**config.mk**
```make
export PLATFORM = sky130hd
export DESIGN_NAME = extbus_ctrl
export DESIGN_NICKNAME = d
export VERILOG_FILES = /design/src/rtl/extbus_pkg.sv /design/src/rtl/extbus_decode.sv /design/src/rtl/extbus_lanes.sv /design/src/rtl/extbus_ctrl.sv
export SDC_FILE = /design/constraint.sdc
export NUM_CORES = 1
export LEC_CHECK = 0
export ABC_AREA = 1
export BUFFER_PORTS_ARGS = -buffer_cell sky130_fd_sc_hd__buf_2
export CAP_MARGIN = 40
export CORE_AREA = 10 10 172 174
export CTS_BUF_LIST = sky130_fd_sc_hd__clkbuf_8 sky130_fd_sc_hd__clkbuf_16
export CTS_CLUSTER_DIAMETER = 120
export DETAILED_ROUTE_END_ITERATION = 7
export DIE_AREA = 0 0 182 184
export RECOVER_POWER = 25
export SLEW_MARGIN = 20
export SYNTH_ARGS = -nofsm -noshare
export SYNTH_HDL_FRONTEND = slang
export SYNTH_SLANG_ARGS = --single-unit
```
**constraint.sdc**
```tcl
create_clock -name clk -period 3.26 [get_ports clk]
set_clock_uncertainty 0.05 [all_clocks]
set_input_delay 0.326 -clock clk [delete_from_list [all_inputs] [get_ports clk]]
set_output_delay 0.326 -clock clk [all_outputs]
set_load 0.005 [all_outputs]
```
**src/rtl/extbus_pkg.sv**
```systemverilog
package extbus_pkg;

  localparam int DATA_W = 32;
  localparam int LANES  = DATA_W / 8;

  typedef enum logic [1:0] {ST_IDLE = 2'd0, ST_ADDR = 2'd1, ST_DATA = 2'd2} bus_state_t;

  // Lanes belonging to a port of the given size code
  function automatic logic [3:0] port_lanes(input logic [1:0] ps);
    case (ps)
      2'b01:   return 4'b1000;
      2'b10:   return 4'b1100;
      default: return 4'b1111;
    endcase
  endfunction

  // Lowest lane used by an access
  function automatic logic [1:0] lane_low(input logic [1:0] ps, input logic [1:0] sz,
                                          input logic [1:0] a);
    logic [2:0] off;
    logic [2:0] nb;
    nb = (sz == 2'd0) ? 3'd1 : (sz == 2'd1) ? 3'd2 : 3'd4;
    case (ps)
      2'b01:   off = 3'd0;
      2'b10:   off = (sz == 2'd0) ? {2'b00, a[0]} : 3'd0;
      default: off = (sz == 2'd0) ? {1'b0, a} : (sz == 2'd1) ? {1'b0, a[1], 1'b0} : 3'd0;
    endcase
    return 2'(3'd4 - off - nb);
  endfunction

  function automatic logic [3:0] lane_used(input logic [1:0] ps, input logic [1:0] sz,
                                           input logic [1:0] a);
    logic [1:0] lo;
    lo = lane_low(ps, sz, a);
    case (sz)
      2'd0:    return 4'b0001 << lo;
      2'd1:    return 4'b0011 << lo;
      default: return 4'b1111;
    endcase
  endfunction

  function automatic logic [DATA_W-1:0] lane_bits(input logic [3:0] l);
    return {{8{l[3]}}, {8{l[2]}}, {8{l[1]}}, {8{l[0]}}};
  endfunction

  function automatic logic [DATA_W-1:0] size_bits(input logic [1:0] sz);
    case (sz)
      2'd0:    return 32'h0000_00FF;
      2'd1:    return 32'h0000_FFFF;
      default: return 32'hFFFF_FFFF;
    endcase
  endfunction

endpackage

```
**src/rtl/extbus_decode.sv**
```systemverilog
module extbus_decode #(
  parameter int NUM_CS = 6,
  parameter int CMP_W  = 16,
  localparam int IDX_W = (NUM_CS > 1) ? $clog2(NUM_CS) : 1
) (
  input  logic [CMP_W-1:0]        addr_hi,
  input  logic [NUM_CS*CMP_W-1:0] base,
  input  logic [NUM_CS*CMP_W-1:0] mask,
  input  logic [NUM_CS-1:0]       valid,
  output logic                    hit,
  output logic [IDX_W-1:0]        idx,
  output logic [NUM_CS-1:0]       match
);

  for (genvar i = 0; i < NUM_CS; i++) begin : g_win
    logic [CMP_W-1:0] m;
    assign m        = mask[i*CMP_W +: CMP_W];
    assign match[i] = valid[i] && ((addr_hi & m) == (base[i*CMP_W +: CMP_W] & m));
  end

  // lowest index wins: scan downward so the last assignment is the lowest match
  always_comb begin
    hit = 1'b0;
    idx = '0;
    for (int i = NUM_CS - 1; i >= 0; i--) begin
      if (match[i]) begin
        hit = 1'b1;
        idx = IDX_W'(i);
      end
    end
  end

  always_comb begin
    a_hit_any_r1 : assert (hit == (|match));
  end

endmodule

```
**src/rtl/extbus_lanes.sv**
```systemverilog
module extbus_lanes
  import extbus_pkg::*;
(
  input  logic              split_mode,
  input  logic              in_addr,
  input  logic              in_data,
  input  logic              wr,
  input  logic [1:0]        ps,
  input  logic [1:0]        sz,
  input  logic [31:0]       addr,
  input  logic [DATA_W-1:0] wdata,
  input  logic [DATA_W-1:0] bus_in,
  output logic [DATA_W-1:0] ad_o,
  output logic [LANES-1:0]  ad_oe,
  output logic [LANES-1:0]  used,
  output logic [DATA_W-1:0] rdata_next
);

  logic [3:0]        pl;
  logic [1:0]        lo;
  logic [DATA_W-1:0] port_b;
  logic [DATA_W-1:0] wshift;

  assign pl     = port_lanes(ps);
  assign lo     = lane_low(ps, sz, addr[1:0]);
  assign used   = lane_used(ps, sz, addr[1:0]);
  assign port_b = lane_bits(pl);
  assign wshift = (wdata & size_bits(sz)) << {lo, 3'b000};

  always_comb begin
    ad_o  = '0;
    ad_oe = '0;
    if (in_addr) begin
      ad_o  = split_mode ? '0 : addr;
      ad_oe = split_mode ? 4'b0000 : 4'b1111;
    end else if (in_data) begin
      ad_o  = (wr ? (wshift & port_b) : '0) | (split_mode ? '0 : (addr & ~port_b));
      ad_oe = (wr ? pl : 4'b0000) | (split_mode ? 4'b0000 : ~pl);
    end
  end

  assign rdata_next = (bus_in >> {lo, 3'b000}) & size_bits(sz);

  always_comb begin
    a_used_in_port_r10 : assert ((used & ~pl) == 4'b0000 || !in_data);
  end

endmodule

```
**src/rtl/extbus_ctrl.sv**
```systemverilog
module extbus_ctrl
  import extbus_pkg::*;
#(
  parameter int NUM_CS = 6,
  parameter int CMP_W  = 16,
  parameter int WAIT_W = 4,
  localparam int IDX_W = (NUM_CS > 1) ? $clog2(NUM_CS) : 1
) (
  input  logic                     clk,
  input  logic                     rst_n,
  input  logic [2:0]               mode_strap,
  input  logic                     req_valid,
  output logic                     req_ready,
  input  logic [31:0]              req_addr,
  input  logic [31:0]              req_wdata,
  input  logic                     req_write,
  input  logic [1:0]               req_size,
  output logic                     rsp_valid,
  output logic                     rsp_err,
  output logic [31:0]              rsp_rdata,
  input  logic [NUM_CS*CMP_W-1:0]  cfg_base,
  input  logic [NUM_CS*CMP_W-1:0]  cfg_mask,
  input  logic [NUM_CS-1:0]        cfg_valid,
  input  logic [NUM_CS*2-1:0]      cfg_psize,
  input  logic [NUM_CS-1:0]        cfg_bwe_only,
  input  logic [NUM_CS*WAIT_W-1:0] cfg_wait,
  output logic [31:0]              bus_ad_o,
  output logic [3:0]               bus_ad_oe,
  input  logic [31:0]              bus_ad_i,
  output logic [31:0]              bus_addr_o,
  output logic [NUM_CS-1:0]        bus_cs_n,
  output logic [3:0]               bus_be_n,
  output logic                     bus_oe_n,
  output logic                     bus_rnw
);

  localparam logic [2:0] SPLIT_STRAP = 3'b011;

  bus_state_t        state_q;
  logic              split_q;
  logic [31:0]       addr_q;
  logic [31:0]       wdata_q;
  logic              wr_q;
  logic [1:0]        size_q;
  logic [IDX_W-1:0]  idx_q;
  logic [WAIT_W-1:0] cnt_q;
  logic              rsp_valid_q;
  logic              rsp_err_q;
  logic [31:0]       rdata_q;

  logic              hit;
  logic [IDX_W-1:0]  hit_idx;
  logic [NUM_CS-1:0] match;
  logic [1:0]        ps_sel;
  logic              bwe_sel;
  logic [3:0]        used;
  logic [31:0]       rdata_next;

  // named events for the checks
  logic busy, in_addr, in_data, accept_evt, miss_evt, last_evt;

  assign busy       = (state_q != ST_IDLE);
  assign in_addr    = (state_q == ST_ADDR);
  assign in_data    = (state_q == ST_DATA);
  assign accept_evt = (state_q == ST_IDLE) && req_valid;
  assign miss_evt   = accept_evt && !hit;
  assign last_evt   = in_data && (cnt_q == '0);

  extbus_decode #(.NUM_CS(NUM_CS), .CMP_W(CMP_W)) u_dec (
    .addr_hi (req_addr[31 -: CMP_W]),
    .base    (cfg_base),
    .mask    (cfg_mask),
    .valid   (cfg_valid),
    .hit     (hit),
    .idx     (hit_idx),
    .match   (match)
  );

  assign ps_sel  = cfg_psize[idx_q*2 +: 2];
  assign bwe_sel = cfg_bwe_only[idx_q];

  extbus_lanes u_lanes (
    .split_mode (split_q),
    .in_addr    (in_addr),
    .in_data    (in_data),
    .wr         (wr_q),
    .ps         (ps_sel),
    .sz         (size_q),
    .addr       (addr_q),
    .wdata      (wdata_q),
    .bus_in     (bus_ad_i),
    .ad_o       (bus_ad_o),
    .ad_oe      (bus_ad_oe),
    .used       (used),
    .rdata_next (rdata_next)
  );

  always_ff @(posedge clk) begin
    if (!rst_n) begin
      split_q     <= (mode_strap == SPLIT_STRAP);
      state_q     <= ST_IDLE;
      addr_q      <= '0;
      wdata_q     <= '0;
      wr_q        <= 1'b0;
      size_q      <= '0;
      idx_q       <= '0;
      cnt_q       <= '0;
      rsp_valid_q <= 1'b0;
      rsp_err_q   <= 1'b0;
      rdata_q     <= '0;
    end else begin
      rsp_valid_q <= 1'b0;
      rsp_err_q   <= 1'b0;
      case (state_q)
        ST_IDLE: if (req_valid) begin
          addr_q  <= req_addr;
          wdata_q <= req_wdata;
          wr_q    <= req_write;
          size_q  <= req_size;
          if (hit) begin
            idx_q   <= hit_idx;
            cnt_q   <= cfg_wait[hit_idx*WAIT_W +: WAIT_W];
            state_q <= ST_ADDR;
          end else begin
            rsp_valid_q <= 1'b1;
            rsp_err_q   <= 1'b1;
          end
        end
        ST_ADDR: state_q <= ST_DATA;
        ST_DATA: begin
          if (cnt_q == '0) begin
            rsp_valid_q <= 1'b1;
            if (!wr_q) rdata_q <= rdata_next;
            state_q <= ST_IDLE;
          end else begin
            cnt_q <= cnt_q - 1'b1;
          end
        end
        default: state_q <= ST_IDLE;
      endcase
    end
  end

  assign req_ready  = !busy;
  assign rsp_valid  = rsp_valid_q;
  assign rsp_err    = rsp_err_q;
  assign rsp_rdata  = rdata_q;
  assign bus_addr_o = busy ? addr_q : '0;
  assign bus_cs_n   = busy ? ~(NUM_CS'(1) << idx_q) : '1;
  assign bus_oe_n   = !(in_data && !wr_q);
  assign bus_be_n   = (in_data && (wr_q || !bwe_sel)) ? ~used : 4'hF;
  assign bus_rnw    = !(busy && wr_q);

  p_one_cs_r2 : assert property (@(posedge clk) disable iff (!rst_n)
    $onehot0(~bus_cs_n));
  p_miss_quiet_r3 : assert property (@(posedge clk) disable iff (!rst_n)
    miss_evt |=> (&bus_cs_n) && rsp_valid && rsp_err && (bus_ad_oe == 4'h0));
  p_addr_one_clk_r4 : assert property (@(posedge clk) disable iff (!rst_n)
    in_addr |=> in_data);
  p_rsp_after_last_r4 : assert property (@(posedge clk) disable iff (!rst_n)
    last_evt |=> rsp_valid && !rsp_err && req_ready);
  p_strap_held_r8 : assert property (@(posedge clk) disable iff (!rst_n)
    $stable(split_q));
  p_idle_float_r9 : assert property (@(posedge clk) disable iff (!rst_n)
    !busy |-> (bus_ad_oe == 4'h0));
  p_write_only_strobe_r11 : assert property (@(posedge clk) disable iff (!rst_n)
    (busy && !wr_q && bwe_sel) |-> (&bus_be_n));
  p_oe_read_r12 : assert property (@(posedge clk) disable iff (!rst_n)
    !bus_oe_n |-> (bus_rnw && !(&bus_cs_n)));

endmodule

```
==> results by stage <==
Status:
- The run finished, with violations left.
- The final reports fail on max-capacitance violations, max-slew violations, negative setup slack.

Die:
- 460 I/O pins were placed.
- For this configuration, the core starts out at a cell density of 31.4%.
- The die covers 33500 um^2.
- The area of the core is ~26000 um^2.
- The floorplan step set the die width to roughly 180 um.
- From bottom edge to top edge, the die measures between 150 and 200 um.
- The row count is 59.

Hold path:
- The classification of the worst-slack hold path is input pin to register.
- Counting instances, the worst hold path has a depth of 3.

Clock tree:
- After clock tree synthesis, the clock-pin slew on the worst setup and hold paths is 80 ps.
- TritonCTS built the clock tree.
- The tree is rooted in a sky130_fd_sc_hd__clkbuf_16.
- The clock sink total is about 110.
- The count of H-tree levels built during CTS is 3.
- TritonCTS created 9 clock buffers.
- The clock passes through at most 2 buffers.
- The worst-skew pair later-pin latency is 360 ps.

Power:
- Of the total power, the share spent switching nets is 35.4%.
- For this design the total switching power over the nets is 1.36 mW.
- Summed over all cells, the static leakage comes to ~5.8 nW.
- The share of power burned in the clock network is 27.3%.
- The internal power of the cells is 2.47 mW.
- The total power divided by cell area is 324 nW/um^2.
- The worst-case IR drop observed on VDD is 0.276 mV.
- The combinational share of power is between 30 and 40%.
- The sequential share of power is about two fifths.

Detailed routing:
- The post-route antenna net violation count is 0.
- The first-pass iteration count of the detailed router is 5.
- The number of DRC violations after detailed routing is 0.
- Wires add up to 45.8 mm.
- After detailed routing, the average wire length per cell comes to 21.3 um.
- The number of vias per cell is 5.12.
- The DRC marker count from the first detailed-route iteration is 859.
- The detailed router placed 11000 vias in this run.

GRT:
- The number of antenna violations at the first check in global routing is 23.
- The layer with the highest usage is met2.
- For met2 alone, demand over resource in global routing was approximately 48%.
- Entering global routing, the biggest net connects 61 pins.
- Global routing consumed, on the met1 layer, between 20 and 30% of the routing resources.
- The number of global-route vias before repair is roughly 11000.
- Summed over all layers, the global routing overflow is 0.
- The wire length of the first global-routing pass is 65.3 mm.
- For this run, global-route usage on met3 was measured as 7.11%.
- The overall fraction of global-route tracks in use is 25.3%.

Synthesis:
- Of all flip-flops after synthesis, the portion carrying an async set or reset was 0%.
- The library cell with the largest summed area after synthesis is sky130_fd_sc_hd__dfxtp_1.
- A synthesized cell averages 6.04 um^2.
- Counting every net in the synthesized netlist gives 1696.
- In this run, synthesis produced a sequential element count of 111.
- The leading register cell type out of synthesis is sky130_fd_sc_hd__dfxtp_1.
- Summed over its instances, the top area cell type makes up ~27% of the synthesized netlist area.
- The share of synthesized area occupied by flip-flops and latches is 27.4%.
- In the post-synthesis netlist, the biggest area contributors are sky130_fd_sc_hd__dfxtp_1 (27%), sky130_fd_sc_hd__nand2_1 (12%), sky130_fd_sc_hd__o21ai_0 (10%).
- Yosys printed 0 warnings.
- The count of cell types in the netlist is 44.
- The post-synthesis instance area is 8140 um^2.
- Counting flops with a built-in enable in the synthesized netlist gives 1.
- The gate count after technology mapping is 1347.

Worst setup path:
- The data arrival time of the critical path is 3150 ps.
- The type of the setup path with the least slack is register to output port.
- Traced cell by cell, the critical path runs through inv_4 -> nor2_4 -> buf_6 -> a22oi_2 -> nand2_1 -> nand2_1 -> o21ai_2 -> inv_2 -> ha_4 -> o211ai_1 -> ha_4 -> clkbuf_16 -> o21ai_4 -> nor2_1 -> o32ai_2 -> buf_4 -> buf_2.
- Measured in cells, the most critical reg-to-reg path has a length of 10.
- STA classifies the critical path startpoint as a register.
- For flop-to-flop paths, the worst setup slack is 190 ps.
- The maximum fanout count along the critical path is 6.
- The delay of the slowest cell on the worst path is 390 ps.
- The required time at the worst-slack endpoint is 2880 ps.
- STA classifies the critical path endpoint as an output port.
- In this run the number of cells on the critical path is 17.
- The worst path buffer plus inverter count is 6.
- The worst-path cell with the longest stage delay is sky130_fd_sc_hd__dfxtp_4.
- The family with the most delay on the worst path is compound AO/OA/AOI/OAI gates.

Timing:
- The actual transition at the worst max-transition pin is 1890 ps.
- Final hold analysis gives a worst-case slack of 134 ps.
- The fmax is 284 MHz.
- Counting I/O delays and the setup requirement, the final critical path takes roughly 3500 ps.
- The final clock period utilization by the worst path is 108%.
- The setup slack of the critical path after layout is -266 ps.
- The max-slew violation count is 45.
- Setup violations remaining at the end of the flow were counted as 35.
- The count of final hold-check violations is 0.
- Setup repair after global routing could not meet its margin everywhere.
- The worst-case headroom to the max-slew limit is -26.2%.

Finish:
- The layout cell share with drive strength beyond 1 is 34.0%.
- For this run, the post-layout net count is between 2000 and 2500.
- The area growth from synthesis to layout is 45.2%.
- Registers take 2240 um^2.
- The count of filler cells inserted in the layout is 2857.
- The combined area of the multi-input logic cells is 5370 um^2.
- After routing the design area is 11800 um^2.

Placement:
- The half-perimeter wire length after placement is 37.9 mm.
- The count of buffers added on input and output ports is 459.
- The area after detailed placement is 10900 um^2.
- The final weighted congestion of routability-driven global placement is 0.967.

Job:
- The count of maximum capacitance violations is 1.
## worst paths after layout
check / from / to
max reg2reg: state_q[0]$_SDFFE_PN0P_ / cnt_q[1]$_SDFFE_PN0P_
min reg2reg: wdata_q[18]$_SDFFE_PN0P_ / wdata_q[18]$_SDFFE_PN0P_
min: req_wdata[11] / wdata_q[11]$_SDFFE_PN0P_
max: idx_q[0]$_SDFFE_PN0P_ / bus_ad_o[30]
## power by group through the flow
stage	clock [mW]	sequential, mW	combinational (mW)
floorplan	0	1.48	0.614
global placement	0	1.50	1.10
detailed placement	0	1.50	1.11
CTS	1.08	1.46	1.21
global route	1.12	1.47	1.45
finish	1.05	1.46	1.32
## stage by stage
step / TNS [ps] / utilization, % / setup WS [ps] / total power, mW / instances
2_1_floorplan: 0 / - / 47.5 / 2.09 / 1347
3_3_place_gp: -856 / 42.1 / -164 / 2.59 / 2112
3_5_place_dp: -1510 / 42.2 / -194 / 2.60 / 2113
4_1_cts: -5140 / 44.5 / -233 / 3.75 / 2136
5_1_grt: -12280 / 45.6 / -402 / 4.04 / 2152
6_report: -6020 / 45.6 / -266 / 3.83 / 2155
## worst reg2reg max path: stages, from the launching register on
cell                       delay, ps
sky130_fd_sc_hd__dfxtp_1         350
sky130_fd_sc_hd__nor2_1          150
sky130_fd_sc_hd__inv_1           120
sky130_fd_sc_hd__nor2_1          170
sky130_fd_sc_hd__clkbuf_1       1390
sky130_fd_sc_hd__nand2_2         220
sky130_fd_sc_hd__nand2_2         180
sky130_fd_sc_hd__inv_2            90
sky130_fd_sc_hd__a21oi_2         110
sky130_fd_sc_hd__nand2_1          70
sky130_fd_sc_hd__a21oi_2         100
## routing by layer
metal | vias up | wire (um)
met5 | - | 91
met4 | 14 | 1390
met3 | 76 | 3600
met2 | 447 | 24800
met1 | 5083 | 16000
li1 | 5414 | -
## state kept, by name, summed over array words and instances (netlist names)
name       cells
split_q        1
size_q         2
wr_q           1
addr_q        32
state_q        2
rsp_err        1
rsp_valid      1
cnt_q          4
wdata_q       32
rsp_rdata     32
idx_q          3
## repair_timing
item | in CTS | in global routing
pin swaps | 16 | 15
setup buffers | 5 | 5
endpoints found under the setup margin | 38 | 50
cloned | 2 | 2
resized for setup | 89 | 77
hold buffers | 0 | 0
## cell type report
cell class / count / area share [%]
well taps: 335 / 3.55
clock inverters: 7 / 0.339
multi-input cells: 999 / 45.4
repair buffers: 523 / 24.3
inverters: 154 / 5.11
diodes: 16 / 0.339
clock buffers: 9 / 1.90
repair inverters: 1 / 0.0741
flip-flops and latches: 111 / 18.9
## layout by cell type, fill, tap and decap left out, drive strengths merged, types with 18 or more instances in the layout
| cell | netlist | routed |
|---|---|---|
| a21oi | 117 | 117 |
| buf | 24 | 487 |
| clkbuf | 59 | 45 |
| dfxtp | 110 | 110 |
| inv | 148 | 151 |
| nand2 | 269 | 269 |
| nand3 | 108 | 108 |
| nor2 | 166 | 166 |
| o211ai | 19 | 19 |
| o21ai | 189 | 189 |
| or2 | 18 | 18 |
## Yosys cell counts (2+ instances only)
| cell | instances |
|---|---|
| sky130_fd_sc_hd__o311ai_0 | 3 |
| sky130_fd_sc_hd__buf_2 | 8 |
| sky130_fd_sc_hd__buf_1 | 4 |
| sky130_fd_sc_hd__inv_1 | 138 |
| sky130_fd_sc_hd__nand2_1 | 262 |
| sky130_fd_sc_hd__nand3b_1 | 15 |
| sky130_fd_sc_hd__a21oi_1 | 110 |
| sky130_fd_sc_hd__nand2_2 | 6 |
| sky130_fd_sc_hd__o21ai_0 | 163 |
| sky130_fd_sc_hd__buf_6 | 5 |
| sky130_fd_sc_hd__a22o_1 | 3 |
| sky130_fd_sc_hd__o211a_1 | 7 |
| sky130_fd_sc_hd__xor2_1 | 6 |
| sky130_fd_sc_hd__inv_2 | 10 |
| sky130_fd_sc_hd__clkbuf_1 | 59 |
| sky130_fd_sc_hd__nor3_1 | 3 |
| sky130_fd_sc_hd__ha_1 | 4 |
| sky130_fd_sc_hd__o21a_1 | 4 |
| sky130_fd_sc_hd__or2_1 | 10 |
| sky130_fd_sc_hd__o31ai_1 | 8 |
| sky130_fd_sc_hd__o21ai_1 | 26 |
| sky130_fd_sc_hd__nand4_1 | 8 |
| sky130_fd_sc_hd__o32ai_1 | 16 |
| sky130_fd_sc_hd__or2_2 | 4 |
| sky130_fd_sc_hd__o22ai_1 | 4 |
| sky130_fd_sc_hd__clkinv_1 | 6 |
| sky130_fd_sc_hd__nand3_1 | 107 |
| sky130_fd_sc_hd__nor2_1 | 160 |
| sky130_fd_sc_hd__a22oi_1 | 8 |
| sky130_fd_sc_hd__a31oi_1 | 2 |
| sky130_fd_sc_hd__or2_0 | 4 |
| sky130_fd_sc_hd__o211ai_1 | 19 |
| sky130_fd_sc_hd__buf_4 | 7 |
| sky130_fd_sc_hd__o311ai_1 | 5 |
| sky130_fd_sc_hd__nor2_2 | 6 |
| sky130_fd_sc_hd__dfxtp_1 | 110 |
| sky130_fd_sc_hd__a21boi_0 | 2 |
| sky130_fd_sc_hd__a21o_1 | 13 |
| sky130_fd_sc_hd__a21oi_2 | 7 |
## kinds of logic (layout without fill, tap and decap cells)
group,Yosys count,after routing,synth area share (%)
xor gates and xnor gates,7,7,0.753
buffers and inverters,237,694,11.8
DFF,111,111,27.4
other,0,16,0
AOI/OAI and AO/OA,400,400,28.3
and+or+nand+nor,588,588,31.0
adders and majority gates,4,4,0.615
Power figures use the tool's default switching activity.
